<file path="config.mk">
export PLATFORM = sky130hd
export DESIGN_NAME = store_order_buf
export DESIGN_NICKNAME = d
export VERILOG_FILES = /design/src/rtl/sbuf_pkg.sv /design/src/rtl/sbuf_fifo.sv /design/src/rtl/sbuf_fwd.sv /design/src/rtl/sbuf_ctrl.sv /design/src/rtl/store_order_buf.sv
export SDC_FILE = /design/constraint.sdc
export NUM_CORES = 1
export LEC_CHECK = 0
export BUFFER_PORTS_ARGS = -buffer_cell sky130_fd_sc_hd__buf_2
export CAP_MARGIN = 0
export CORE_ASPECT_RATIO = 1.5
export CORE_MARGIN = 10
export CORE_UTILIZATION = 40
export CTS_CLUSTER_DIAMETER = 80
export DETAILED_ROUTE_END_ITERATION = 7
export GPL_ROUTABILITY_DRIVEN = 0
export GPL_TIMING_DRIVEN = 1
export SLEW_MARGIN = 20
export SYNTH_ARGS = -nofsm -noshare
export SYNTH_HDL_FRONTEND = slang
export SYNTH_HIERARCHICAL = 1
export SYNTH_SLANG_ARGS = --single-unit
</file>
<file path="constraint.sdc">
create_clock -name clk -period 6.24 [get_ports clk]
set_input_delay 1.56 -clock clk [delete_from_list [all_inputs] [get_ports clk]]
set_output_delay 1.56 -clock clk [all_outputs]
set_load 0.01 [all_outputs]
</file>
<file path="src/rtl/sbuf_pkg.sv">
package sbuf_pkg;

    localparam int SB_AW = 16;
    localparam int SB_DW = 32;

    typedef enum logic {
        ORD_SC  = 1'b0,
        ORD_TSO = 1'b1
    } order_mode_e;

    typedef struct packed {
        logic             vld;
        logic [SB_AW-1:0] addr;
        logic [SB_DW-1:0] data;
    } sb_entry_t;

    typedef struct packed {
        logic             vld;
        logic             we;
        logic [SB_AW-1:0] addr;
        logic [SB_DW-1:0] wdata;
    } core_req_t;

    // Ring index: (base + off) modulo depth
    function automatic int unsigned ring_add(int unsigned base, int unsigned off,
                                             int unsigned depth);
        return (base + off) % depth;
    endfunction

endpackage

</file>
<file path="src/rtl/sbuf_fifo.sv">
module sbuf_fifo import sbuf_pkg::*; #(
    parameter int DEPTH = 4,
    localparam int PW = (DEPTH > 1) ? $clog2(DEPTH) : 1,
    localparam int CW = $clog2(DEPTH + 1)
) (
    input  logic             clk,
    input  logic             rst,
    input  logic             push,
    input  logic [SB_AW-1:0] push_addr,
    input  logic [SB_DW-1:0] push_data,
    input  logic             pop,
    output sb_entry_t        slots_o [DEPTH],
    output logic [PW-1:0]    head_o,
    output sb_entry_t        head_ent_o,
    output logic             empty_o,
    output logic             full_o
);

    sb_entry_t     slots_q [DEPTH];
    logic [PW-1:0] head_q;
    logic [PW-1:0] tail_q;
    logic [CW-1:0] count_q;

    function automatic logic [PW-1:0] ptr_next(logic [PW-1:0] p);
        return PW'(ring_add(int'(p), 1, DEPTH));
    endfunction

    always_ff @(posedge clk) begin
        if (rst) begin
            head_q  <= '0;
            tail_q  <= '0;
            count_q <= '0;
            for (int i = 0; i < DEPTH; i++) begin
                slots_q[i] <= '0;
            end
        end else begin
            if (push) begin
                slots_q[tail_q] <= '{vld: 1'b1, addr: push_addr, data: push_data};
                tail_q          <= ptr_next(tail_q);
            end
            if (pop) begin
                slots_q[head_q].vld <= 1'b0;
                head_q              <= ptr_next(head_q);
            end
            count_q <= count_q + CW'(push) - CW'(pop);
        end
    end

    generate
        for (genvar g = 0; g < DEPTH; g++) begin : g_slot_out
            assign slots_o[g] = slots_q[g];
        end
    endgenerate

    assign head_o     = head_q;
    assign head_ent_o = slots_q[head_q];
    assign empty_o    = (count_q == '0);
    assign full_o     = (count_q == CW'(DEPTH));

endmodule

</file>
<file path="src/rtl/sbuf_fwd.sv">
module sbuf_fwd import sbuf_pkg::*; #(
    parameter int DEPTH = 4,
    localparam int PW = (DEPTH > 1) ? $clog2(DEPTH) : 1
) (
    input  sb_entry_t        slots_i [DEPTH],
    input  logic [PW-1:0]    head_i,
    input  logic [SB_AW-1:0] addr_i,
    output logic             hit_o,
    output logic [SB_DW-1:0] data_o
);

    // Walk from oldest to youngest; a later match overrides, so the
    // youngest matching store wins.
    always_comb begin
        logic [PW-1:0] idx;
        hit_o  = 1'b0;
        data_o = '0;
        for (int k = 0; k < DEPTH; k++) begin
            idx = PW'(ring_add(int'(head_i), k, DEPTH));
            if (slots_i[idx].vld && (slots_i[idx].addr == addr_i)) begin
                hit_o  = 1'b1;
                data_o = slots_i[idx].data;
            end
        end
    end

endmodule

</file>
<file path="src/rtl/sbuf_ctrl.sv">
module sbuf_ctrl import sbuf_pkg::*; (
    input  logic             clk,
    input  logic             rst,
    input  logic             mode_tso_i,
    input  core_req_t        req_i,
    input  logic             buf_empty_i,
    input  logic             buf_full_i,
    input  logic             fwd_hit_i,
    input  logic [SB_DW-1:0] fwd_data_i,
    input  logic             load_done_i,
    input  logic [SB_DW-1:0] load_data_i,
    output logic             push_o,
    output logic             req_ready_o,
    output logic [SB_DW-1:0] rd_data_o,
    output logic             load_valid_o,
    output order_mode_e      mode_q_o
);

    order_mode_e mode_q;
    logic        is_load;
    logic        is_store;
    logic        use_fwd;
    logic        may_issue;

    // Mode is only re-sampled while nothing is buffered
    always_ff @(posedge clk) begin
        if (rst) begin
            mode_q <= ORD_SC;
        end else if (buf_empty_i) begin
            mode_q <= mode_tso_i ? ORD_TSO : ORD_SC;
        end
    end

    always_comb begin
        is_load   = req_i.vld && !req_i.we;
        is_store  = req_i.vld && req_i.we;
        push_o    = is_store && !buf_full_i;
        use_fwd   = is_load && (mode_q == ORD_TSO) && fwd_hit_i;
        may_issue = (mode_q == ORD_TSO) || buf_empty_i;
        load_valid_o = is_load && !use_fwd && may_issue;
        req_ready_o  = push_o || use_fwd || (load_valid_o && load_done_i);
        rd_data_o    = use_fwd ? fwd_data_i : load_data_i;
    end

    assign mode_q_o = mode_q;

endmodule

</file>
<file path="src/rtl/store_order_buf.sv">
module store_order_buf import sbuf_pkg::*; #(
    parameter int DEPTH = 4,
    localparam int PW = (DEPTH > 1) ? $clog2(DEPTH) : 1
) (
    input  logic             clk,
    input  logic             rst,
    input  logic             mode_tso_i,
    input  logic             req_valid_i,
    input  logic             req_write_i,
    input  logic [SB_AW-1:0] req_addr_i,
    input  logic [SB_DW-1:0] req_wdata_i,
    output logic             req_ready_o,
    output logic [SB_DW-1:0] rd_data_o,
    output logic             empty_o,
    output logic             drain_valid_o,
    output logic [SB_AW-1:0] drain_addr_o,
    output logic [SB_DW-1:0] drain_data_o,
    input  logic             drain_done_i,
    output logic             load_valid_o,
    output logic [SB_AW-1:0] load_addr_o,
    input  logic             load_done_i,
    input  logic [SB_DW-1:0] load_data_i
);

    core_req_t     core_req;
    sb_entry_t     slots [DEPTH];
    sb_entry_t     head_ent;
    logic [PW-1:0] head_ptr;
    logic          buf_empty;
    logic          buf_full;
    logic          push;
    logic          pop;
    logic          fwd_hit;
    logic [SB_DW-1:0] fwd_data;
    order_mode_e   mode_q;

    assign core_req = '{vld: req_valid_i, we: req_write_i,
                        addr: req_addr_i, wdata: req_wdata_i};

    assign pop = !buf_empty && drain_done_i;

    sbuf_fifo #(.DEPTH(DEPTH)) i_fifo (
        .clk        (clk),
        .rst        (rst),
        .push       (push),
        .push_addr  (req_addr_i),
        .push_data  (req_wdata_i),
        .pop        (pop),
        .slots_o    (slots),
        .head_o     (head_ptr),
        .head_ent_o (head_ent),
        .empty_o    (buf_empty),
        .full_o     (buf_full)
    );

    sbuf_fwd #(.DEPTH(DEPTH)) i_fwd (
        .slots_i (slots),
        .head_i  (head_ptr),
        .addr_i  (req_addr_i),
        .hit_o   (fwd_hit),
        .data_o  (fwd_data)
    );

    sbuf_ctrl i_ctrl (
        .clk          (clk),
        .rst          (rst),
        .mode_tso_i   (mode_tso_i),
        .req_i        (core_req),
        .buf_empty_i  (buf_empty),
        .buf_full_i   (buf_full),
        .fwd_hit_i    (fwd_hit),
        .fwd_data_i   (fwd_data),
        .load_done_i  (load_done_i),
        .load_data_i  (load_data_i),
        .push_o       (push),
        .req_ready_o  (req_ready_o),
        .rd_data_o    (rd_data_o),
        .load_valid_o (load_valid_o),
        .mode_q_o     (mode_q)
    );

    assign empty_o       = buf_empty;
    assign drain_valid_o = !buf_empty;
    assign drain_addr_o  = head_ent.addr;
    assign drain_data_o  = head_ent.data;
    assign load_addr_o   = req_addr_i;

endmodule

</file>
==> results of run 1 <==
[metal layers]
metal	vias up	share of wire (%)	global-route usage (%)
met5	-	0.081	0
met1	5986	38	21.76
met4	6	3.4	7.687
li1	5444	-	-
met2	355	54	36.42
met3	94	4.8	2.632
[worst reg2reg max path: stages, from the launching register on]
cell and delay [ps]:
dfxtp_1 380, inv_1 90, and3_1 150, nand3b_1 170, inv_1 300, and4bb_2 300
or2_2 750, buf_4 380
[cell usage in the layout (no fill, tap or decap), types with 11 or more instances in the layout]
cell	count
a211oi_1	33
buf_2	186
and3_1	21
nand2_1	73
mux2_4	30
or2_2	33
nor3_1	17
clkbuf_16	23
a311o_1	29
nand3b_1	15
mux2_2	71
xnor2_1	54
and2_1	195
xor2_1	18
mux2i_1	152
nor2_1	17
edfxtp_1	192
a221o_1	29
buf_4	45
o31ai_1	15
nor2b_1	11
mux4_2	85
[repair_timing]
action                                  in CTS  in global routing
endpoints found under the setup margin      26                 32
hold buffers                                 0                  0
gates resized for setup                      0                  0
buffers inserted                             1                  1
[power by group]
group / leakage [uW] / switching (uW) / internal, uW
Combinational: 0.00407 / 1060 / 950
Clock: 0.000340 / 574 / 756
Sequential: 0.00210 / 215 / 1630
[flip-flops by register name, summed over array words and instances (netlist names), named ones only]
name,cells
i_fifo/count_q,3
i_ctrl/mode_q_o,1
i_fifo/slots_q,196
i_fifo/tail_q,2
i_fifo/head_o,2
[cell type report]
class                      instances  share of cell area (%)
multi-input combinational       1005                   51.34
sequential                       206                   33.11
timing repair buffer             240                   7.955
tap                              506                   3.458
clock buffer                      26                   3.205
clock inverter                    13                  0.6698
inverter                          11                  0.2255
antenna                            3                 0.04101
[path summary, 6_finish.rpt]
path	end	slack, ps	cells after the start
max	rd_data_o[29]	150	9
min	i_fifo/count_q[2]	590	2
max reg2reg	i_fifo/slots_q[2][8]	3420	7
min reg2reg	i_fifo/count_q[2]	590	2
[metrics by stage]
| stage | cell area, um2 | worst slack [ps] | hold WS, ps |
|---|---|---|---|
| finish | 18310 | 153.3 | 586.5 |
| global route | 18310 | 32.93 | 637.2 |
| CTS | 18270 | 61.72 | 591.6 |
| detailed placement | 17540 | 175.8 | 581.2 |
| global placement | 17540 | 249.7 | 564.6 |
| floorplan | 16290 | 391.7 | 526.7 |
==> impl_metrics.py, run 1 <==
metrics = {
    "sta": {
        "maxSlewViolCount": 0,
        "max_slew_margin_pct": 35.51,
        "fin_crit_ps": 6087,
        "finalSetupViolations": 0,
        "grt_setup_unrepaired": "no",
        "tightestPinTransition_ps": 967.4,
        "hold_violations": 0,
        "fin_setup_tns_ps": 0,
        "post-route-period-util_pct": 97.54,
        "fmax_ghz": 0.1643,
        "clock_skew_ps": 11.49,
    },
    "power_and_ir_drop": {
        "power.leakage_uw": 0.006520,
        "power_uw": 5178,
        "power-per-cell-area_mw_per_mm2": 282.8,
        "peakVddDrop_v": 0.0001763,
    },
    "drt": {
        "vias": 11890,
        "firstDrtPassIters": 8,
        "totalWireLength_um": 49300,
        "drc": 0,
        "drt_iter0_drc": 738,
        "vias_per_cell": 5.913,
        "avgRoutedWirePerCell_um": 24.53,
        "antenna_left": 0,
    },
    "final_layout": {
        "area_growth_syn_to_layout_pct": 12.41,
        "fillCellCount": 3700,
        "multiInputGateArea_mm2": 0.009399,
        "drive_gt1_share_pct": 34.18,
        "nets": 1580,
        "stdcell_count": 2010,
        "finish.utilization_pct": 45.54,
        "regArea_mm2": 0.006061,
    },
    "worst_setup_path": {
        "cp_slowest_cell": "dfxtp_4",
        "cp.arrival_ps": 4530,
        "cp-start-kind": "register",
        "path_cells": "mux4_2 > xnor2_1 > o211ai_1 > or4b_1 > and3_2 > buf_4 > a221o_1 > mux2_4 > buf_2",
        "path_class": "register to primary output",
        "cp-startpoint": "i_fifo/head_o[1]",
        "cp_top_family": "simple AND/OR/NAND/NOR gates",
        "critical-path-max-stage-delay_ps": 680,
        "rr_startpoint": "i_fifo/count_q[1]",
        "cp.required_ps": 4680,
        "cp_max_fo": 27,
        "critPathCaptureType": "primary output",
        "critPathBufInv": 2,
    },
    "global_route": {
        "grt_util_all_layers_pct": 19.53,
        "grt_remaining_overflow": 0,
        "grt_antenna_before_repair": 6,
        "grt_pass1_wl_um": 74480,
        "grt_start_max_net_pins": 85,
        "grt_pass1_vias": 12290,
    },
    "job": {
        "cap_viol_max_count": 0,
    },
    "clock_tree": {
        "cts_root_buffer": "clkbuf_16",
        "worstSkewPairLatency_ps": 530,
        "cts_htree_levels": 1,
        "path_clk_slew_ps": 70,
        "clockBufferDepth": 3,
        "cts_tree": "done",
        "clock_sinks": 206,
        "numCtsBuffers": 22,
    },
    "synthesis": {
        "yosysWarnings": 6,
        "syn_area_mm2": 0.01629,
        "synth_area_per_cell_um2": 11.84,
        "netlist_instances": 1376,
        "syn-num-nets": 1470,
    },
    "die": {
        "core_mm2": 0.04020,
        "die_h_um": 267.1,
        "initial_core_util_pct": 40.51,
        "die_w_um": 184.8,
        "dieArea_mm2": 0.04935,
        "placementRows": 90,
        "ioPinCount": 187,
    },
    "status": {
        "outcome": "completed",
    },
    "hold_path": {
        "worstHoldStart": "i_fifo/count_q[2]",
        "hold_path.class": "register to register",
    },
    "placement": {
        "dp_hpwl_um": 32840,
        "port_buffers": 186,
        "dpl.cell_count": 1966,
    },
}
Power figures use the tool's default switching activity.
==> run 2, diff against run 1 <==
- clock period: 6.24 -> 5.8 ns (I/O delays scaled with it)
==> run 2 against run 1 <==
Compared with the run above: cell count increased by 1.2%; final area increased by 1.5%; wire length increased by 3.0%; first-iteration DRC count decreased by 5.7%; die area unchanged; global-route usage increased by 0.31 points; critical path type is now input pin to primary output; combinational power increased by 13%; worst setup slack got worse by 55 ps.
==> impl_metrics.py, run 2 (synthesized netlist as in run 1, its figures left out) <==
metrics = {
    "status": {
        "outcome": "completed",
    },
    "sta": {
        "hold_violations": 0,
        "tightestPinTransition_ps": 989.9,
        "layout_setup_ws_ps": 98.54,
        "fmax_ghz": 0.1754,
        "fin_crit_ps": 5701,
        "finalSetupViolations": 0,
        "post-route-period-util_pct": 98.30,
        "max_slew_margin_pct": 34.01,
        "clock_skew_ps": 14.50,
        "grt_setup_unrepaired": "no",
        "maxSlewViolCount": 0,
        "fin_setup_tns_ps": 0,
    },
    "final_layout": {
        "area_growth_syn_to_layout_pct": 14.07,
        "fin_area_mm2": 0.01858,
        "nets": 1605,
        "regMostFlops": "i_fifo/slots_q",
        "finish.utilization_pct": 46.22,
        "final_common_cell": "and2_1",
        "largest_reg_flops": 196,
        "mostFrequentLayoutCells": "and2_1 (195), edfxtp_1 (192), buf_2 (186)",
        "largestRegisters": "i_fifo/slots_q: 196 flops, i_fifo/count_q: 3 flops",
        "drive_gt1_share_pct": 35.56,
    },
    "die": {
        "die_h_um": 267.1,
        "die_w_um": 184.8,
        "ioPinCount": 187,
        "initial_core_util_pct": 40.51,
        "dieArea_mm2": 0.04935,
        "core_mm2": 0.04020,
        "placementRows": 90,
    },
    "power_and_ir_drop": {
        "power-per-cell-area_mw_per_mm2": 303.1,
        "power_uw": 5632,
        "power.leakage_uw": 0.006679,
        "peakVddDrop_v": 0.0001666,
    },
    "global_route": {
        "grt_remaining_overflow": 0,
        "grt_start_max_net_pins": 70,
        "grt_antenna_before_repair": 6,
        "grt_util_all_layers_pct": 19.84,
        "grt_pass1_vias": 12650,
        "grt_pass1_wl_um": 75460,
    },
    "clock_tree": {
        "numCtsBuffers": 23,
        "cts_tree": "done",
        "cts_root_buffer": "clkbuf_16",
        "clock_sinks": 206,
        "cts_htree_levels": 1,
        "clockBufferDepth": 3,
        "path_clk_slew_ps": 60,
        "worstSkewPairLatency_ps": 540,
    },
    "job": {
        "cap_viol_max_count": 0,
    },
    "drt": {
        "antenna_left": 0,
        "vias": 12010,
        "firstDrtPassIters": 7,
        "totalWireLength_um": 50790,
        "avgRoutedWirePerCell_um": 24.97,
        "vias_per_cell": 5.902,
        "drc": 0,
        "drt_iter0_drc": 696,
    },
    "placement": {
        "port_buffers": 186,
        "dp_hpwl_um": 33140,
        "placed_area_mm2": 0.01767,
        "preCtsSetupSlack_ps": 19.18,
    },
    "hold_path": {
        "hold_path.class": "register to register",
    },
    "worst_setup_path": {
        "cp_max_fo": 31,
        "critPathCaptureType": "primary output",
        "critical-path-max-stage-delay_ps": 330,
        "path_cells": "buf_2 > buf_4 > xor2_1 > o22ai_1 > a31oi_1 > nor4b_4 > buf_4 > buf_4 > buf_6 > and3_1 > a311o_1 > a221o_1 > mux2_4 > buf_2",
        "cp-start-kind": "input pin",
        "path_class": "input pin to primary output",
        "crit_top_cell": "buf_4",
        "cp.arrival_ps": 4250,
        "cp.required_ps": 4350,
        "cp_slowest_cell": "a31oi_1",
    },
}
-- run 2: repair_timing --
item	CTS	global route
hold buffers	0	0
endpoints found under the setup margin	33	32
pin swaps	0	4
buffers inserted	12	3
resized for setup	1	11
cloned	0	1
endpoints found under the hold margin	0	0
-- run 2: critical path: cells and delay by family --
kind	cells	cell delay, ps
buf+inv	6	1060
compound gates	4	990
simple gates	2	280
mux	1	260
xor+xnor	1	180
-- run 2: power by group --
part	leakage [uW]	internal, uW	switching [uW]
clock	0.000343	792	619
sequential	0.00210	1750	196
combinational	0.00423	1070	1200
total	0.00668	3610	2020
-- run 2: area by class of cell --
cell class / instances / area, um2
Antenna cell: 1 / 2.502
Clock buffer: 31 / 615.6
Clock inverter: 10 / 87.58
Fill cell: 3687 / 21620
Inverter: 11 / 41.29
Multi-Input combinational cell: 1005 / 9427
Sequential cell: 206 / 6058
Tap cell: 506 / 633.1
Timing Repair Buffer: 264 / 1714
-- run 2: per-layer routing --
metal  track usage [%]  vias to the layer above  part of all wire (%)
li1                  -                     5485                     -
met1             22.41                     6050                    38
met2             37.04                      387                    53
met3             2.482                       79                   5.2
met4             7.247                        4                   3.0
met5                 0                        -                 0.035
-- run 2: final timing paths --
path	slack [ps]	depth (start not counted)	endpoint	from
setup reg to reg	3020	8	i_fifo/count_q[2]	i_fifo/count_q[1]
hold / removal	590	2	i_fifo/count_q[2]	i_fifo/count_q[2]
hold reg to reg	590	2	i_fifo/count_q[2]	i_fifo/count_q[2]
setup / recovery	100	14	rd_data_o[18]	req_addr_i[2]
-- run 2: per-stage QoR --
step                      cells  hold WS [ps]
final                      2034         589.3
after global routing       2034         624.5
after CTS                  2029         596.1
after detailed placement   1976         587.4
after global placement     1976         561.0
after floorplan            1376         526.7
